[config.mk]
export PLATFORM = sky130hd
export DESIGN_NAME = fx_exec_fifo
export DESIGN_NICKNAME = d
export VERILOG_FILES = /design/src/rtl/fx_pkg.sv /design/src/rtl/fx_cfg_regs.sv /design/src/rtl/fx_queue.sv /design/src/rtl/fx_req.sv /design/src/rtl/fx_exec_fifo.sv
export SDC_FILE = /design/constraint.sdc
export NUM_CORES = 1
export LEC_CHECK = 0
export BUFFER_PORTS_ARGS = -buffer_cell sky130_fd_sc_hd__buf_2
export CORE_MARGIN = 5
export CORE_UTILIZATION = 65
export DETAILED_ROUTE_END_ITERATION = 10
export PLACE_DENSITY = 0.82
export SYNTH_ARGS = -nofsm -noshare
export SYNTH_HDL_FRONTEND = slang
export SYNTH_SLANG_ARGS = --single-unit
[constraint.sdc]
create_clock -name clk -period 8.8 [get_ports clk]
set_clock_uncertainty 0.1 [all_clocks]
set_input_delay 2.64 -clock clk [delete_from_list [all_inputs] [get_ports clk]]
set_output_delay 2.64 -clock clk [all_outputs]
set_load 0.02 [all_outputs]
[src/rtl/fx_pkg.sv]
package fx_pkg;
  localparam int unsigned FX_THR_W = 4;

  typedef enum logic [1:0] {
    PH_CMD  = 2'b00,
    PH_EXEC = 2'b01,
    PH_RES  = 2'b10,
    PH_RES2 = 2'b11
  } phase_e;

  typedef struct packed {
    logic                en;
    logic [FX_THR_W-1:0] thr;
    logic                burst;
    logic                rd_dis;
    logic                wr_dis;
  } fx_mode_t;
endpackage

[src/rtl/fx_cfg_regs.sv]
module fx_cfg_regs
  import fx_pkg::*;
(
  input  logic     clk,
  input  logic     rst_n,
  input  logic     soft_rst_i,
  input  logic     load_i,
  input  fx_mode_t mode_i,
  input  logic     lock_i,
  output fx_mode_t mode_o,
  output logic     lock_o
);
  fx_mode_t mode_q, mode_d;
  logic     lock_q, lock_d;

  always_comb begin
    mode_d = mode_q;
    lock_d = lock_q;
    if (soft_rst_i) begin
      if (!lock_q) mode_d = '0;
    end else if (load_i) begin
      mode_d = mode_i;
      lock_d = lock_i;
    end
  end

  always_ff @(posedge clk or negedge rst_n) begin
    if (!rst_n) begin
      mode_q <= '0;
      lock_q <= 1'b0;
    end else begin
      mode_q <= mode_d;
      lock_q <= lock_d;
    end
  end

  assign mode_o = mode_q;
  assign lock_o = lock_q;


  lock_keep_chk: assert property (@(posedge clk) disable iff (!rst_n)
    (soft_rst_i && lock_q) |=> (mode_q == $past(mode_q)));


  unlock_clear_chk: assert property (@(posedge clk) disable iff (!rst_n)
    (soft_rst_i && !lock_q) |=> (!mode_q.en && mode_q.thr == '0));
endmodule

[src/rtl/fx_queue.sv]
module fx_queue #(
  parameter int unsigned DATA_W = 8,
  parameter int unsigned DEPTH  = 16,
  localparam int unsigned CNT_W = $clog2(DEPTH + 1),
  localparam int unsigned PTR_W = (DEPTH > 1) ? $clog2(DEPTH) : 1
) (
  input  logic              clk,
  input  logic              rst_n,
  input  logic              flush_i,
  input  logic              push_i,
  input  logic [DATA_W-1:0] wdata_i,
  input  logic              pop_i,
  input  logic [CNT_W-1:0]  cap_i,
  output logic [DATA_W-1:0] rdata_o,
  output logic [CNT_W-1:0]  level_o,
  output logic              full_o,
  output logic              empty_o
);
  logic [DATA_W-1:0] mem_q [DEPTH];
  logic [PTR_W-1:0]  wr_q, wr_d, rd_q, rd_d;
  logic [CNT_W-1:0]  cnt_q, cnt_d;
  logic              push_ok, pop_ok;

  function automatic logic [PTR_W-1:0] ptr_inc(input logic [PTR_W-1:0] p);
    if (p == PTR_W'(DEPTH - 1)) return '0;
    return p + 1'b1;
  endfunction

  assign full_o  = (cnt_q >= cap_i);
  assign empty_o = (cnt_q == '0);
  assign push_ok = push_i && !full_o && !flush_i;
  assign pop_ok  = pop_i && !empty_o && !flush_i;

  always_comb begin
    wr_d  = wr_q;
    rd_d  = rd_q;
    cnt_d = cnt_q;
    if (flush_i) begin
      wr_d  = '0;
      rd_d  = '0;
      cnt_d = '0;
    end else begin
      if (push_ok) wr_d = ptr_inc(wr_q);
      if (pop_ok)  rd_d = ptr_inc(rd_q);
      case ({push_ok, pop_ok})
        2'b10:   cnt_d = cnt_q + 1'b1;
        2'b01:   cnt_d = cnt_q - 1'b1;
        default: cnt_d = cnt_q;
      endcase
    end
  end

  always_ff @(posedge clk or negedge rst_n) begin
    if (!rst_n) begin
      wr_q  <= '0;
      rd_q  <= '0;
      cnt_q <= '0;
    end else begin
      wr_q  <= wr_d;
      rd_q  <= rd_d;
      cnt_q <= cnt_d;
    end
  end

  always_ff @(posedge clk) begin
    if (push_ok) mem_q[wr_q] <= wdata_i;
  end

  assign rdata_o = mem_q[rd_q];
  assign level_o = cnt_q;


  no_overflow_chk: assert property (@(posedge clk) disable iff (!rst_n)
    cnt_q <= CNT_W'(DEPTH));


  flush_empty_chk: assert property (@(posedge clk) disable iff (!rst_n)
    flush_i |=> (cnt_q == '0));


  full_hold_chk: assert property (@(posedge clk) disable iff (!rst_n)
    (full_o && push_i && !pop_i && !flush_i) |=> (cnt_q == $past(cnt_q)));
endmodule

[src/rtl/fx_req.sv]
module fx_req #(
  parameter int unsigned CNT_W   = 5,
  parameter int unsigned THR_W   = 4,
  parameter int unsigned GAP_CYC = 9,
  localparam int unsigned GAP_W  = $clog2(GAP_CYC + 1)
) (
  input  logic             clk,
  input  logic             rst_n,
  input  logic             clr_i,
  input  logic             exec_i,
  input  logic             host_to_disk_i,
  input  logic [CNT_W-1:0] level_i,
  input  logic [CNT_W-1:0] cap_i,
  input  logic [THR_W-1:0] thr_i,
  input  logic             burst_i,
  input  logic             host_xfer_i,
  output logic             req_o
);
  logic             sess_q, sess_d;
  logic [GAP_W-1:0] gap_q, gap_d;
  logic [CNT_W-1:0] free;
  logic             start, done, open;

  assign free = cap_i - level_i;

  always_comb begin
    if (host_to_disk_i) begin
      start = int'(free) >= int'(thr_i) + 1;
      done  = (free == '0);
    end else begin
      start = int'(level_i) >= int'(thr_i) + 1;
      done  = (level_i == '0);
    end
    open = exec_i && (start || (sess_q && !done));
  end

  always_comb begin
    sess_d = clr_i ? 1'b0 : open;
    gap_d  = gap_q;
    if (clr_i)                        gap_d = '0;
    else if (host_xfer_i && !burst_i) gap_d = GAP_W'(GAP_CYC);
    else if (gap_q != '0)             gap_d = gap_q - 1'b1;
  end

  always_ff @(posedge clk or negedge rst_n) begin
    if (!rst_n) begin
      sess_q <= 1'b0;
      gap_q  <= '0;
    end else begin
      sess_q <= sess_d;
      gap_q  <= gap_d;
    end
  end

  assign req_o = open && (burst_i || gap_q == '0);


  nb_gap_chk: assert property (@(posedge clk) disable iff (!rst_n)
    (host_xfer_i && !burst_i && !clr_i) |=> (!req_o || burst_i));


  burst_hold_chk: assert property (@(posedge clk) disable iff (!rst_n)
    (req_o && burst_i && exec_i && !clr_i && !host_xfer_i) |=> (req_o || !exec_i || !burst_i || done));
endmodule

[src/rtl/fx_exec_fifo.sv]
module fx_exec_fifo
  import fx_pkg::*;
#(
  parameter int unsigned DATA_W  = 8,
  parameter int unsigned DEPTH   = 16,
  parameter int unsigned GAP_CYC = 9,
  parameter int unsigned SYNC_N  = 2,
  localparam int unsigned CNT_W  = $clog2(DEPTH + 1)
) (
  input  logic              clk,
  input  logic              rst_n,
  input  logic              soft_rst,
  input  logic [1:0]        phase,
  input  logic              disk_rd,
  input  logic              host_wr,
  input  logic [DATA_W-1:0] host_wdata,
  input  logic              host_rd,
  input  logic              disk_push,
  input  logic [DATA_W-1:0] disk_wdata,
  input  logic              disk_pop,
  input  logic              cfg_load,
  input  logic              cfg_en,
  input  logic [3:0]        cfg_thr,
  input  logic              cfg_burst,
  input  logic              cfg_rd_dis,
  input  logic              cfg_wr_dis,
  input  logic              cfg_lock,
  output logic              svc_req,
  output logic [DATA_W-1:0] rd_data,
  output logic              xfer_err
);
  // reset: asserted asynchronously, released through a synchronizer
  logic [SYNC_N-1:0] rs_q;
  logic              rstn_s;

  always_ff @(posedge clk or negedge rst_n) begin
    if (!rst_n) rs_q <= '0;
    else        rs_q <= {rs_q[SYNC_N-2:0], 1'b1};
  end
  assign rstn_s = rs_q[SYNC_N-1];

  // configuration
  fx_mode_t mode_in, mode_q;
  logic     lock_q;

  assign mode_in = '{en: cfg_en, thr: cfg_thr, burst: cfg_burst,
                     rd_dis: cfg_rd_dis, wr_dis: cfg_wr_dis};

  fx_cfg_regs u_cfg (
    .clk        (clk),
    .rst_n      (rstn_s),
    .soft_rst_i (soft_rst),
    .load_i     (cfg_load),
    .mode_i     (mode_in),
    .lock_i     (cfg_lock),
    .mode_o     (mode_q),
    .lock_o     (lock_q)
  );

  // phase tracking and flow steering
  logic [1:0]          phase_q;
  logic                exec, cmd, flush, clr, host_to_disk, fifo_on;
  logic                q_push, q_pop, host_xfer;
  logic [DATA_W-1:0]   q_wdata;
  logic [CNT_W-1:0]    cap, q_level;
  logic [FX_THR_W-1:0] thr_eff;
  logic                q_full, q_empty;

  always_ff @(posedge clk or negedge rstn_s) begin
    if (!rstn_s) phase_q <= PH_CMD;
    else         phase_q <= phase;
  end

  assign exec         = (phase == PH_EXEC);
  assign cmd          = (phase == PH_CMD);
  assign flush        = (phase != phase_q);
  assign clr          = soft_rst || flush;
  assign host_to_disk = cmd || (exec && !disk_rd);
  assign fifo_on      = exec && mode_q.en &&
                        !(disk_rd ? mode_q.rd_dis : mode_q.wr_dis);
  assign cap          = fifo_on ? CNT_W'(DEPTH) : CNT_W'(1);
  assign thr_eff      = fifo_on ? mode_q.thr : '0;
  assign q_push       = host_to_disk ? host_wr : disk_push;
  assign q_pop        = host_to_disk ? disk_pop : host_rd;
  assign q_wdata      = host_to_disk ? host_wdata : disk_wdata;
  assign host_xfer    = exec && (host_to_disk ? host_wr : host_rd);

  fx_queue #(.DATA_W(DATA_W), .DEPTH(DEPTH)) u_q (
    .clk     (clk),
    .rst_n   (rstn_s),
    .flush_i (clr),
    .push_i  (q_push),
    .wdata_i (q_wdata),
    .pop_i   (q_pop),
    .cap_i   (cap),
    .rdata_o (rd_data),
    .level_o (q_level),
    .full_o  (q_full),
    .empty_o (q_empty)
  );

  fx_req #(.CNT_W(CNT_W), .THR_W(FX_THR_W), .GAP_CYC(GAP_CYC)) u_req (
    .clk            (clk),
    .rst_n          (rstn_s),
    .clr_i          (clr),
    .exec_i         (exec),
    .host_to_disk_i (host_to_disk),
    .level_i        (q_level),
    .cap_i          (cap),
    .thr_i          (thr_eff),
    .burst_i        (mode_q.burst),
    .host_xfer_i    (host_xfer),
    .req_o          (svc_req)
  );

  // sticky overrun/underrun flag
  logic err_q, err_d, err_set;

  assign err_set = exec && !flush &&
                   ((!host_to_disk && disk_push && q_full) ||
                    ( host_to_disk && disk_pop  && q_empty));

  always_comb begin
    err_d = err_q;
    if (soft_rst || cmd) err_d = 1'b0;
    else if (err_set)    err_d = 1'b1;
  end

  always_ff @(posedge clk or negedge rstn_s) begin
    if (!rstn_s) err_q <= 1'b0;
    else         err_q <= err_d;
  end

  assign xfer_err = err_q;


  err_sticky_chk: assert property (@(posedge clk) disable iff (!rstn_s)
    (xfer_err && phase != PH_CMD && !soft_rst) |=> xfer_err);


  req_exec_only_chk: assert property (@(posedge clk) disable iff (!rstn_s)
    (phase != PH_EXEC) |-> !svc_req);


  srst_empty_chk: assert property (@(posedge clk) disable iff (!rstn_s)
    soft_rst |=> (q_level == '0 && !xfer_err));
endmodule

Word level (Yosys, flattened, before mapping)
Memory sizes are Yosys's and may differ from the RTL's.
Cells that the tools add are included.
Operators by class
  add/sub/neg operators: 7
  multipliers: 0
  divide/modulo/power cells: 0
  order comparisons: 3
  equal/unequal tests: 7
  shift operators: 0
  mux-type cells: 36
  bitwise gates (word level): 1
  reduce and logical (&&, ||, !) cells: 46
Operators with widths (count)
  $ge A6 B32 Y1: 2
  $mux W4: 12
  $mux W8: 4
  $logic_and A1 B1 Y1: 18
  $mux W1: 17
  $logic_not A5 Y1: 2
  $mux W5: 2
  $pmux W5 S2: 1
  $logic_not A1 Y1: 9
  $add A4 B1 Y4 const B: 2
  $eq A4 B4 Y1 const B: 2
  $reduce_bool A2 Y1: 4
  $logic_or A1 B1 Y1: 6
  $reduce_bool A3 Y1: 2
  $add A4 B1 Y5 const B: 1
  $add A5 B1 Y5 const B: 1
  $ge A5 B5 Y1: 1
  $sub A5 B1 Y5 const B: 1
  $sub A5 B5 Y5: 1
  $eq A2 B1 Y1 const B: 2
  $logic_not A4 Y1: 1
  $reduce_and A2 Y1: 2
  $reduce_bool A4 Y1: 1
  $sub A4 B1 Y4 const B: 1
  other kinds (5): 5
Storage, ports and cells
  bits in registers: 32
  latch bits: 0
  bits in writable memories: 128
  ROM bits: 0
  bits of input ports: 36
  output and inout bits: 10
  logic and storage cells: 115
  memories: 1
Memories
  u_q.mem_q: depth 16, width 8, read ports 1, clocked after Yosys merged registers in 0, wr ports 1, line fx_queue.sv:19  | logic [DATA_W-1:0] mem_q [DEPTH];

Depth between registers and ports, before layout
  depth after elaboration: 13
  mapped depth: 16
  mapped depth without buffers: 13

Modules after synthesis
Synthesis repeated with hierarchy kept, for this count alone.
Unflattened totals
  cells, all modules: 543
  area, all modules: 7693.6 µm²
By module, submodules not included
  fx_queue: times used 1, cells an instance 384, area each 6105.9 µm²
  fx_req: times used 1, cells an instance 85, area each 716.9 µm²
  fx_cfg_regs: times used 1, cells an instance 31, area each 444.2 µm²
  fx_exec_fifo: times used 1, cells an instance 43, area each 426.7 µm²

Least setup slack after synthesis
No wires, ideal clock.
  path kind: input to output
  start: in phase[1]
  end: out svc_req
  arrival time: 5384 ps
  data required time: 6060 ps
  slack: 676 ps
  stages: 14
  buffers on the path: 2
  cell sequence: buf_2 -> nor2b_1 -> and3_1 -> clkbuf_1 -> ha_1 -> inv_1 -> ha_1 -> nor3b_1 -> xor2_1 -> ha_1 -> o21ai_0 -> o21ai_1 -> nand2_1 -> o41ai_1
Between the ends
  word-level cells in the longest chain between the ends: 12
Ends and longest elaborated chain
  start, declared: line fx_exec_fifo.sv:13  | input logic [1:0] phase,
  parallel branches: the longest is 10 deep, another holds $ge A6 B32 Y1
  $logic_and A1 B1 Y1 *: line fx_req.sv:34  | open = exec_i && (start || (sess_q && !done));
  $logic_and A1 B1 Y1 *: line fx_req.sv:55  | assign req_o = open && (burst_i || gap_q == '0);
  end, declared: line fx_exec_fifo.sv:28  | output logic svc_req,
Every way passes the cells marked *.

Worst setup path in the final report
  start: in disk_rd
  end: out svc_req
Between the ends
  word-level cells in the longest chain between the ends: 12
Ends and longest elaborated chain
  start, declared: line fx_exec_fifo.sv:14  | input logic disk_rd,
  parallel branches: the longest is 9 deep, another holds $ge A6 B32 Y1
  $logic_or A1 B1 Y1 *: line fx_req.sv:34
  $logic_and A1 B1 Y1 *: line fx_req.sv:34
  $logic_and A1 B1 Y1 *: line fx_req.sv:55
Marked as above.

==> flow_summary.ini <==
[place]
pre_cts_ws_ns = 0.645
place_area_um2 = 7720
hpwl_um = 11000
dp.cells = 693
gp_congestion = 0.813
port_buffers = 45

[yosys]
yosysUniqueCellTypes = 58
yosysTopAreaCell = edfxtp_1
yosys.area.top_type_share_pct = 51.8
synth_simple_gate_area_share_pct = 9.66
yosysMostFrequentCell = edfxtp_1
syn-num-nets = 588
synth_top_family_by_area = multiplexers
ys_seq_area_share_pct = 62.6
synth_xor_area_share_pct = 1.52
synth_compound_area_share_pct = 7.40
netlist_top_cells_count = edfxtp_1, mux2i_1, nand2_1
synth.area.top_cells = edfxtp_1, dfrtp_1, mux2i_1, mux4_2, ha_1
synth_fa_ha_area_share_pct = 3.81
syn-cell-area_um2 = 7420
synth_area_per_cell_um2 = 14.0
postSynthCellCount = 530
synth-seq-cells = 160
synth_mux_area_share_pct = 12.2
yosys_warnings = 0
async_flop_share_pct = 20.0
synth-edff-count = 128
ys.flop_type = edfxtp_1

[floorplan]
dieArea_um2 = 13700
die_y_um = 117
start_util_pct = 65.6
die_x_um = 117
ios = 46
core_area_um2 = 11300
rows = 39

[cts]
path_clk_slew_ns = 0.06
postCtsHoldBufs = 0
cts_root_buf = clkbuf_16
htreeDepth = 4
cts_max_path_buffers = 2
cts_made_buffers = 17
clk_latency_ns = 0.43
cts.sink_count = 160
cts_tree = done
postCtsResizedCells = 0
post-cts-setup-buffers = 0

[timing]
finalWorstSetupSlack_ns = 0.588
setup_viol = 0
final-max-slew-violation-count = 0
slew_headroom_pct = 12.0
tns_ns = 0
hold_slack_ns = 0.149
hold_viol_final = 0
period_share_pct = 93.3
period_minus_slack_ns = 8.21
worstMarginPinSlew_ns = 1.32
clock.fmax_mhz = 122
grt_setup_unrepaired = false

[power]
p_leak_nw = 3.02
p_per_area_nw_per_um2 = 204
p_total_mw = 1.70
peakVddDrop_v = 0.000186

[route]
ant_nets = 0
first_iter_violations = 527
wl_per_cell_um = 23.1
vias = 4659
drc = 0
vias_per_cell = 6.43
drt-total-wl_um = 16800
drt_first_pass_iters = 5

[global_route]
grt_util_met2_pct = 45.5
top_usage_layer = met2
globalRouteMet1Util_pct = 31.2
grt_pass1_vias = 4734
grt_pass1_wl_um = 25500
track_usage_pct = 26.0
grt.met3_usage_pct = 5.66
antenna_found_initial = 0
grt_max_degree = 36
overflow = 0

[critical_path]
end_kind = primary output
critPathArrivalTime_ns = 5.47
worstSetupPathType = in2out
start_kind = input pin
critPathMostFrequentCell = ha_1
slowest_stage = o41ai_1
cp_max_fo = 6
required_ns = 6.06
path_buf_inv = 3
path_cells = buf_2 > mux2i_1 > and3_1 > ha_1 > inv_1 > ha_1 > nor3b_1 > xor2_1 > ha_1 > o21ai_0 > o21ai_1 > nand2_1 > o41ai_1 > buf_2
critPathMaxStageDelay_ns = 0.36
crit_family = adder cells

[outcome]
status = finished clean

[final_layout]
fin_cells = 725
postLayoutCellArea_um2 = 8340
final_util_pct = 73.7
drive_above_1_share_pct = 18.2
areaGrowthSynthToFinish_pct = 12.4
fin_nets = 627
insertedDiodeCount = 0

[flow_run]
cap_violations = 0

[hold_path]
hold_path.class = reg2async
## cells by family after synthesis
family	count (synthesis)
flops	160
simple gates	138
compound gates	79
mux	70
buf+inv	48
fa+ha+maj	22
xor+xnor	12
other cells	1
## registers in the layout, indices dropped and copies added, names as in the netlist
| signal | count |
|---|---|
| u_cfg.lock_o | 1 |
| phase_q | 2 |
| u_q.mem_q | 128 |
| u_req.gap_q | 4 |
| rs_q | 2 |
| u_q.rd_q | 4 |
| xfer_err | 1 |
| u_cfg.mode_o | 8 |
| u_q.wr_q | 4 |
| u_req.sess_q | 1 |
| u_q.level_o | 5 |
## report_power, final
part | leakage (nW) | switching [mW] | internal (mW)
Clock | 0.297 | 0.314 | 0.456
Sequential | 1.58 | 0.00876 | 0.833
Combinational | 1.15 | 0.0617 | 0.0313
## placed cells by master, fill, tap and decap left out, types with 4 or more instances in the layout
cell type,instances
ha_1,21
nand2b_1,4
xnor2_1,9
mux4_2,16
dfrtp_1,31
nor2_1,20
mux2i_1,52
inv_6,5
edfxtp_1,128
buf_2,45
a21oi_1,10
and2_1,15
a22oi_1,10
clkbuf_16,17
inv_1,20
o21ai_0,20
nor2b_1,4
nand3_1,12
nand2_1,52
nor3_1,7
a221oi_1,16
a31oi_1,4
## cell type report
| type | instances | area [µm²] |
|---|---|---|
| Multi-Input combinational cell | 322 | 2570 |
| Tap cell | 143 | 179 |
| Clock buffer | 17 | 425 |
| Fill cell | 711 | 2980 |
| Inverter | 20 | 75.1 |
| Clock inverter | 15 | 196 |
| Timing Repair Buffer | 48 | 248 |
| Sequential cell | 160 | 4650 |
## routing by layer
| metal | part of all wire [%] | wire length (µm) |
|---|---|---|
| met1 | 38 | 6360 |
| met2 | 52 | 8760 |
| met3 | 7.0 | 1170 |
| met4 | 2.9 | 484 |
| met5 | 0 | 0 |
## worst reg2reg max path: stages, from the launching register on
cell,delay (ns)
dfrtp_1,0.40
mux2i_1,0.24
and3_1,0.35
ha_1,0.32
a31oi_1,0.52
nor3_4,0.20
or2_1,0.29
fa_1,0.42
nor2b_1,0.15
o21ai_0,0.13
o311a_1,0.17
a22oi_1,0.22
mux2i_1,0.21
## final timing paths
kind,from,end,slack [ns],depth (start not counted)
setup / recovery,disk_rd,svc_req,0.59,14
hold / removal,rs_q[1],u_q.level_o[3],0.15,1
hold reg to reg,rs_q[1],u_q.level_o[3],0.15,1
min in group clk,rs_q[0],rs_q[1],0.25,0
setup reg to reg,u_cfg.mode_o[1],u_q.level_o[4],5.00,12
max in group asynchronous,rst_n,rs_q[0],6.61,1
(Power assumes the default switching activity.)
